File: src/rtl/scan_port_pkg.sv
package scan_port_pkg;
    localparam int FRAME_W = 40;
    localparam int DATA_W  = 32;
    localparam int ADDR_W  = 7;

    typedef struct packed {
        logic              wr;
        logic [ADDR_W-1:0] addr;
        logic [DATA_W-1:0] data;
    } frame_t;

    typedef enum logic [ADDR_W-1:0] {
        A_IDENT  = 7'd0,
        A_DEPTH  = 7'd1,
        A_WIDTH  = 7'd2,
        A_STATUS = 7'd3,
        A_RAM    = 7'd4,
        A_RDPTR  = 7'd5,
        A_WRPTR  = 7'd6,
        A_TRIG   = 7'd7,
        A_CTRL   = 7'd8
    } reg_addr_e;

    function automatic logic [DATA_W-1:0] zext(input logic [DATA_W-1:0] v);
        return v;
    endfunction
endpackage

File: src/rtl/scan_shifter.sv
module scan_shifter
    import scan_port_pkg::*;
(
    input  logic              clk,
    input  logic              rst,
    input  logic              cap_en,
    input  logic              shift_en,
    input  logic              tdi,
    input  logic [DATA_W-1:0] cap_word,
    output logic              tdo,
    output frame_t            frame_o
);
    logic [FRAME_W-1:0] sr_q;

    always_ff @(posedge clk) begin
        if (rst)
            sr_q <= '0;
        else if (cap_en)
            sr_q <= {{(FRAME_W-DATA_W){1'b0}}, cap_word};
        else if (shift_en)
            sr_q <= {tdi, sr_q[FRAME_W-1:1]};
    end

    assign tdo     = sr_q[0];
    assign frame_o = frame_t'(sr_q);


    shift_dir_chk: assert property (@(posedge clk) disable iff (rst)
        (shift_en && !cap_en) |=> (sr_q[FRAME_W-2:0] == $past(sr_q[FRAME_W-1:1])));

    cap_top_chk: assert property (@(posedge clk) disable iff (rst)
        cap_en |=> (frame_o.wr == 1'b0 && frame_o.addr == '0));
endmodule

File: src/rtl/scan_regfile.sv
module scan_regfile
    import scan_port_pkg::*;
#(
    parameter int          DEPTH    = 16,
    parameter logic [31:0] ID_VALUE = 32'h4E75_0A11,
    localparam int         PTR_W    = $clog2(DEPTH)
) (
    input  logic              clk,
    input  logic              rst,
    input  logic              upd_en,
    input  frame_t            frame,
    input  logic [3:0]        status_i,
    input  logic [DATA_W-1:0] ram_rdata,
    output logic [DATA_W-1:0] latch_o,
    output logic [PTR_W-1:0]  rd_ptr_o,
    output logic [PTR_W-1:0]  wr_ptr_o,
    output logic [DATA_W-1:0] trig_o,
    output logic [DATA_W-1:0] ctrl_o
);
    logic [PTR_W-1:0]  rd_ptr_q, wr_ptr_q;
    logic [DATA_W-1:0] trig_q, ctrl_q, latch_q, rd_val;
    logic              do_wr, do_rd;

    assign do_wr = upd_en &&  frame.wr;
    assign do_rd = upd_en && !frame.wr;

    always_comb begin
        case (frame.addr)
            A_IDENT:  rd_val = ID_VALUE;
            A_DEPTH:  rd_val = DATA_W'(DEPTH);
            A_WIDTH:  rd_val = DATA_W'(DATA_W);
            A_STATUS: rd_val = zext({28'd0, status_i});
            A_RAM:    rd_val = ram_rdata;
            A_RDPTR:  rd_val = DATA_W'(rd_ptr_q);
            A_WRPTR:  rd_val = DATA_W'(wr_ptr_q);
            A_TRIG:   rd_val = trig_q;
            A_CTRL:   rd_val = ctrl_q;
            default:  rd_val = '0;
        endcase
    end

    always_ff @(posedge clk) begin
        if (rst) begin
            rd_ptr_q <= '0;
            wr_ptr_q <= '0;
            trig_q   <= '0;
            ctrl_q   <= '0;
            latch_q  <= '0;
        end else if (do_wr) begin
            case (frame.addr)
                A_RDPTR: rd_ptr_q <= frame.data[PTR_W-1:0];
                A_WRPTR: wr_ptr_q <= frame.data[PTR_W-1:0];
                A_TRIG:  trig_q   <= frame.data;
                A_CTRL:  ctrl_q   <= frame.data;
                default: ;
            endcase
        end else if (do_rd) begin
            latch_q <= rd_val;
            if (frame.addr == A_RAM)
                rd_ptr_q <= rd_ptr_q + 1'b1;
        end
    end

    assign latch_o  = latch_q;
    assign rd_ptr_o = rd_ptr_q;
    assign wr_ptr_o = wr_ptr_q;
    assign trig_o   = trig_q;
    assign ctrl_o   = ctrl_q;


    ptr_step_chk: assert property (@(posedge clk) disable iff (rst)
        (do_rd && frame.addr == A_RAM) |=> (rd_ptr_q == PTR_W'($past(rd_ptr_q) + 1'b1)));

    ptr_hold_chk: assert property (@(posedge clk) disable iff (rst)
        !upd_en |=> $stable(rd_ptr_q));

    latch_hold_chk: assert property (@(posedge clk) disable iff (rst)
        !do_rd |=> $stable(latch_q));

    ctrl_hold_chk: assert property (@(posedge clk) disable iff (rst)
        !(do_wr && frame.addr == A_CTRL) |=> $stable(ctrl_q));
endmodule

File: src/rtl/scan_reg_port.sv
module scan_reg_port
    import scan_port_pkg::*;
#(
    parameter int          DEPTH    = 16,
    parameter logic [31:0] ID_VALUE = 32'h4E75_0A11,
    localparam int         PTR_W    = $clog2(DEPTH)
) (
    input  logic              clk,
    input  logic              rst,
    input  logic              cap_en,
    input  logic              shift_en,
    input  logic              upd_en,
    input  logic              tdi,
    output logic              tdo,
    input  logic [3:0]        status_i,
    input  logic [31:0]       ram_rdata,
    output logic [PTR_W-1:0]  ram_raddr,
    output logic [PTR_W-1:0]  wr_ptr_o,
    output logic [31:0]       trig_o,
    output logic [31:0]       ctrl_o
);
    frame_t            frame;
    logic [DATA_W-1:0] latch;

    scan_shifter u_shift (
        .clk      (clk),
        .rst      (rst),
        .cap_en   (cap_en),
        .shift_en (shift_en),
        .tdi      (tdi),
        .cap_word (latch),
        .tdo      (tdo),
        .frame_o  (frame)
    );

    scan_regfile #(.DEPTH(DEPTH), .ID_VALUE(ID_VALUE)) u_regs (
        .clk       (clk),
        .rst       (rst),
        .upd_en    (upd_en),
        .frame     (frame),
        .status_i  (status_i),
        .ram_rdata (ram_rdata),
        .latch_o   (latch),
        .rd_ptr_o  (ram_raddr),
        .wr_ptr_o  (wr_ptr_o),
        .trig_o    (trig_o),
        .ctrl_o    (ctrl_o)
    );
endmodule

File: config.mk
export PLATFORM = sky130hd
export DESIGN_NAME = scan_reg_port
export DESIGN_NICKNAME = d
export VERILOG_FILES = /design/src/rtl/scan_port_pkg.sv /design/src/rtl/scan_shifter.sv /design/src/rtl/scan_regfile.sv /design/src/rtl/scan_reg_port.sv
export SDC_FILE = /design/constraint.sdc
export NUM_CORES = 1
export LEC_CHECK = 0
export ABC_AREA = 1
export BUFFER_PORTS_ARGS = -buffer_cell sky130_fd_sc_hd__buf_2
export CORE_AREA = 2 2 153 155
export CTS_CLUSTER_SIZE = 16
export DETAILED_ROUTE_END_ITERATION = 10
export DIE_AREA = 0 0 155 157
export PLACE_DENSITY_LB_ADDON = 0.15
export SYNTH_ARGS = -nofsm -noshare
export SYNTH_HDL_FRONTEND = slang
export SYNTH_HIERARCHICAL = 1
export SYNTH_SLANG_ARGS = --single-unit
File: constraint.sdc
create_clock -name clk -period 4.17 [get_ports clk]
set_input_delay 0.417 -clock clk [delete_from_list [all_inputs] [get_ports clk]]
set_output_delay 0.417 -clock clk [all_outputs]
set_load 0.02 [all_outputs]
# Word-level counts from Yosys, hierarchy flattened
# Index checks and enable logic that the tools add are counted.
# op_classes
mux,7
reduce_logical,13
addsub,1
n_bitwise,1
n_eq_ne,9
# op_table
operator,count
32-bit case mux with 9 select lines,1
32-bit 2-to-1 mux,2
"7-bit by 3-bit equality test with 1-bit output, second input constant",4
4-bit 2-to-1 mux,4
"7-bit by 2-bit equality test with 1-bit output, second input constant",2
2-bit AND reduction,4
"7-bit by 1-bit equality test with 1-bit output, second input constant",1
"7-bit by 4-bit equality test with 1-bit output, second input constant",1
7-bit logical NOT,1
2-bit nonzero test,3
"4-bit by 1-bit adder with 4-bit output, second input constant",1
3-bit AND reduction,1
1-bit logical AND,2
"2-bit inequality test, second input constant",1
2-bit OR reduction,1
1-bit logical NOT,1
1-bit NOT,1
# totals
input_bits,42
elab_cells,38
output_inout_bits,73
regBits,144

# Longest topological paths before layout
# depth
depth_word,4
mapped_depth,10
ltp_nobuf,10

# Cells and area by module
# The synthesis kept the hierarchy.
# by_module_without_submodules
module,cells_per_inst,instances,seq_area_each_um2,area_each_um2
scan_regfile,692,1,2082.0,4732.0
scan_shifter,309,1,800.8,1955.6

# Worst setup path after synthesis
# OpenSTA, ideal clock, no wires.
# synth_timing
path_kind,input -> register
start,in rst
end,"reg u_regs.ctrl_q[0], in the netlist u_regs/ctrl_o[0]"
t_arrival_ns,1.195
required_time_ns,4.038
stages,4
slack_ns,2.843
setup_time_ns,0.132
n_path_buf,3
cell_sequence,clkbuf_1 > clkbuf_1 > clkbuf_1 > a21oi_1
# synth_lines
element,line,source
"start, declared",scan_reg_port.sv:9,"input logic rst,"
"end signal, assigned",scan_regfile.sv:54,A_CTRL: ctrl_q <= frame.data;
"end, declared",scan_regfile.sv:21,"logic [DATA_W-1:0] trig_q, ctrl_q, latch_q, rd_val;"
# No word-level cell between the ends.

# Final worst setup path
# layout_timing
start,"reg u_shift.sr_q[39], in the netlist u_shift/frame_o[39]"
end,"reg u_regs.ctrl_q[1], in the netlist u_regs/ctrl_o[1]"
# layout_via
elab_chain_len,2
# layout_rtl
element,line,source
"start, declared",scan_shifter.sv:13,logic [FRAME_W-1:0] sr_q;
"start signal, assigned",scan_shifter.sv:19,"sr_q <= {{(FRAME_W-DATA_W){1'b0}}, cap_word};"
"start signal, assigned",scan_shifter.sv:21,"sr_q <= {tdi, sr_q[FRAME_W-1:1]};"
1-bit logical AND,scan_regfile.sv:24,assign do_wr = upd_en && frame.wr;
2-bit AND reduction (no line),--,
# Every way passes these cells.
# A chain may end at the register's enable or synchronous reset.

==> flow_summary.json <==
{
  "leakage_nw": 3.24,
  "status": "finished clean",
  "vias": 6652,
  "routed_wl_um": 22500,
  "synth.distinct_cells": 23,
  "synthToLayoutAreaGrowth_pct": 17.9,
  "vdd_drop_max_uv": 222,
  "cts_tree": "done",
  "cts_hold_buffers": 0,
  "synth_seq_cells": 144,
  "drt_iter0_drc": 408,
  "cp_common_cell": "nand2_1",
  "synth_warnings": 6,
  "finalHoldViolations": 0,
  "overflow": 0,
  "post_drt_via_cell_ratio": 4.84,
  "globalplace.congestion": 0.812,
  "cp-end-kind": "register",
  "clk_latency_ns": 0.43,
  "drt_first_pass_iters": 5,
  "cts_buffers": 17,
  "netlist_area_sq_um": 6690,
  "dp_cells": 1341,
  "rsz0062_at_grt": "false",
  "hold_class": "in2reg",
  "die_h_um": 157,
  "synth_nets": 1044,
  "cts-resized-gates": 0,
  "finalClockSkew_ns": 0.00772,
  "post_route_cells_drive_above_1_share_pct": 15.5,
  "initial_core_util_pct": 29.7,
  "instances_no_fill": 1373,
  "fin_nets": 1118,
  "root_buffer": "clkbuf_16",
  "wl_per_cell_um": 16.4,
  "p_clk_share_pct": 48.2,
  "antenna_found_initial": 0,
  "seq_area_frac_synth_pct": 43.1,
  "clockBufferDepth": 2,
  "rows": 55,
  "dieArea_sq_um": 24300,
  "criticalPathCategory": "reg2reg",
  "multi_input_area_sq_um": 3220,
  "dp_hpwl_um": 13700,
  "slew_headroom_pct": 21.3,
  "fin_crit_sh_pct": 59.1,
  "register_area_sq_um": 2880,
  "setup_viol": 0,
  "fin_crit_ns": 2.46,
  "slew_viol_final": 0,
  "avgSynthCellArea_sq_um": 6.68,
  "slowest_stage": "buf_4",
  "portBuffers": 114,
  "post_cts_buffers": 0,
  "layout_commonest_cell": "nand2_1",
  "cp_cell_sequence": "nand2_1 > inv_2 > buf_4 > nand2_1 > buf_4 > nand2_1 > a21oi_1",
  "core_area_sq_um": 22500,
  "mostFrequentLayoutCells": "nand2_1 (374), dfxtp_1 (144), nand3_1 (138), a21oi_1 (130), buf_2 (113)",
  "worst_setup_path_start_kind": "register",
  "grt_max_degree": 93,
  "worst-path-buf-inv": 3,
  "placed_area_sq_um": 7320,
  "grt_pass1_vias": 6261,
  "fillers": 2467,
  "p_comb_share_pct": 5.3,
  "cpPeakStageDelay_ns": 0.53,
  "p_int_mw": 2.31,
  "arrival_ns": 2.73,
  "max_freq_mhz": 406,
  "ant_nets": 0,
  "p_sw_mw": 0.770,
  "p_seq_share_pct": 46.5,
  "drc": 0,
  "finalSetupTns_ns": 0,
  "holdWs_ns": 0.249,
  "clock-sinks": 144,
  "h-tree-depth": 4,
  "fin_area_sq_um": 7890,
  "critPathMaxFanout": 44,
  "worst_pin_slew_ns": 1.18,
  "grt_pass1_wl_um": 35300,
  "grtUsageTotal_pct": 18.6,
  "crit_family": "buffers and inverters",
  "required_ns": 4.43,
  "swShare_pct": 25.0,
  "die_width_um": 155,
  "drv_cap": 0,
  "p_per_area_nw_per_um2": 390,
  "clk_pin_slew_ns": 0.06,
  "synthCells": 1001,
  "pin_count": 115,
  "antenna_cells": 0
}
[power by group through the flow]
stage                     logic, mW  clock network, mW  registers, mW
after global routing          0.186               1.57           1.44
after global placement        0.165                  0           1.46
after floorplan               0.118                  0           1.45
final                         0.164               1.48           1.43
after CTS                     0.164               1.52           1.43
after detailed placement      0.164                  0           1.46
[routing by layer]
| metal | up-vias | track usage (%) | share of wire [%] |
|---|---|---|---|
| li1 | 3370 | - | - |
| met3 | 19 | 3.58 | 4.5 |
| met5 | - | 0 | 0 |
| met4 | 0 | 5.11 | 1.3 |
| met1 | 3107 | 25.0 | 48 |
| met2 | 156 | 30.4 | 47 |
[flip-flops by register name, summed over array words and instances (netlist names)]
name and cells:
u_regs/wr_ptr_o 4, u_regs/rd_ptr_o 4, u_regs/trig_o 32, u_regs/latch_o 32
u_regs/ctrl_o 32, u_shift/frame_o 40
[tightest hold or removal path, delay by kind of cell]
kind                   cells  cell delay (ns)
buffers and inverters      1             0.10
AOI/OAI and AO/OA          1             0.06
and+or+nand+nor            1             0.05
[stage by stage]
| stage | setup slack (ns) | util, % | total power [mW] |
|---|---|---|---|
| after floorplan | 2.84 | - | 1.57 |
| after global placement | 1.71 | 32.5 | 1.63 |
| after detailed placement | 1.69 | 32.5 | 1.63 |
| after CTS | 1.69 | 35.0 | 3.11 |
| after global routing | 1.51 | 35.0 | 3.19 |
| final | 1.71 | 35.0 | 3.08 |
[Yosys cell counts, drive strengths merged]
| library cell | n | area share [%] |
|---|---|---|
| nand2 | 377 | 21 |
| inv | 60 | 3.4 |
| ha | 1 | 0.19 |
| nand4 | 13 | 1.2 |
| nand3 | 138 | 10 |
| a31o | 1 | 0.13 |
| clkbuf | 31 | 1.7 |
| buf | 36 | 3.9 |
| dfxtp | 144 | 43 |
| nor2 | 55 | 3.7 |
| a21oi | 130 | 9.7 |
| o21ai | 14 | 1.1 |
| xnor2 | 1 | 0.13 |
[final cells by class]
class	count	area share, %
multi-input combinational	730	40.8
sequential	144	36.6
timing repair buffer	122	8.03
clock buffer	21	5.84
tap	285	4.52
inverter	60	2.92
clock inverter	11	1.35
[kinds of logic (layout without fill, tap and decap cells)]
family	Yosys count	after routing	share of synthesized area [%]
buf+inv	127	214	9.09
flops	144	144	43.1
xor+xnor	1	1	0.131
compound gates	145	145	11.0
fa+ha+maj	1	1	0.187
simple gates	583	583	36.5
[path summary, 6_finish.rpt]
check	start	endpoint	slack, ns	cells past startpoint
setup / recovery	u_shift/frame_o[39]	u_regs/ctrl_o[1]	1.71	7
hold / removal	tdi	u_shift/frame_o[39]	0.25	3
setup reg to reg	u_shift/frame_o[39]	u_regs/ctrl_o[1]	1.71	7
hold reg to reg	u_regs/latch_o[20]	u_regs/latch_o[20]	0.46	2
(Power assumes the default switching activity.)
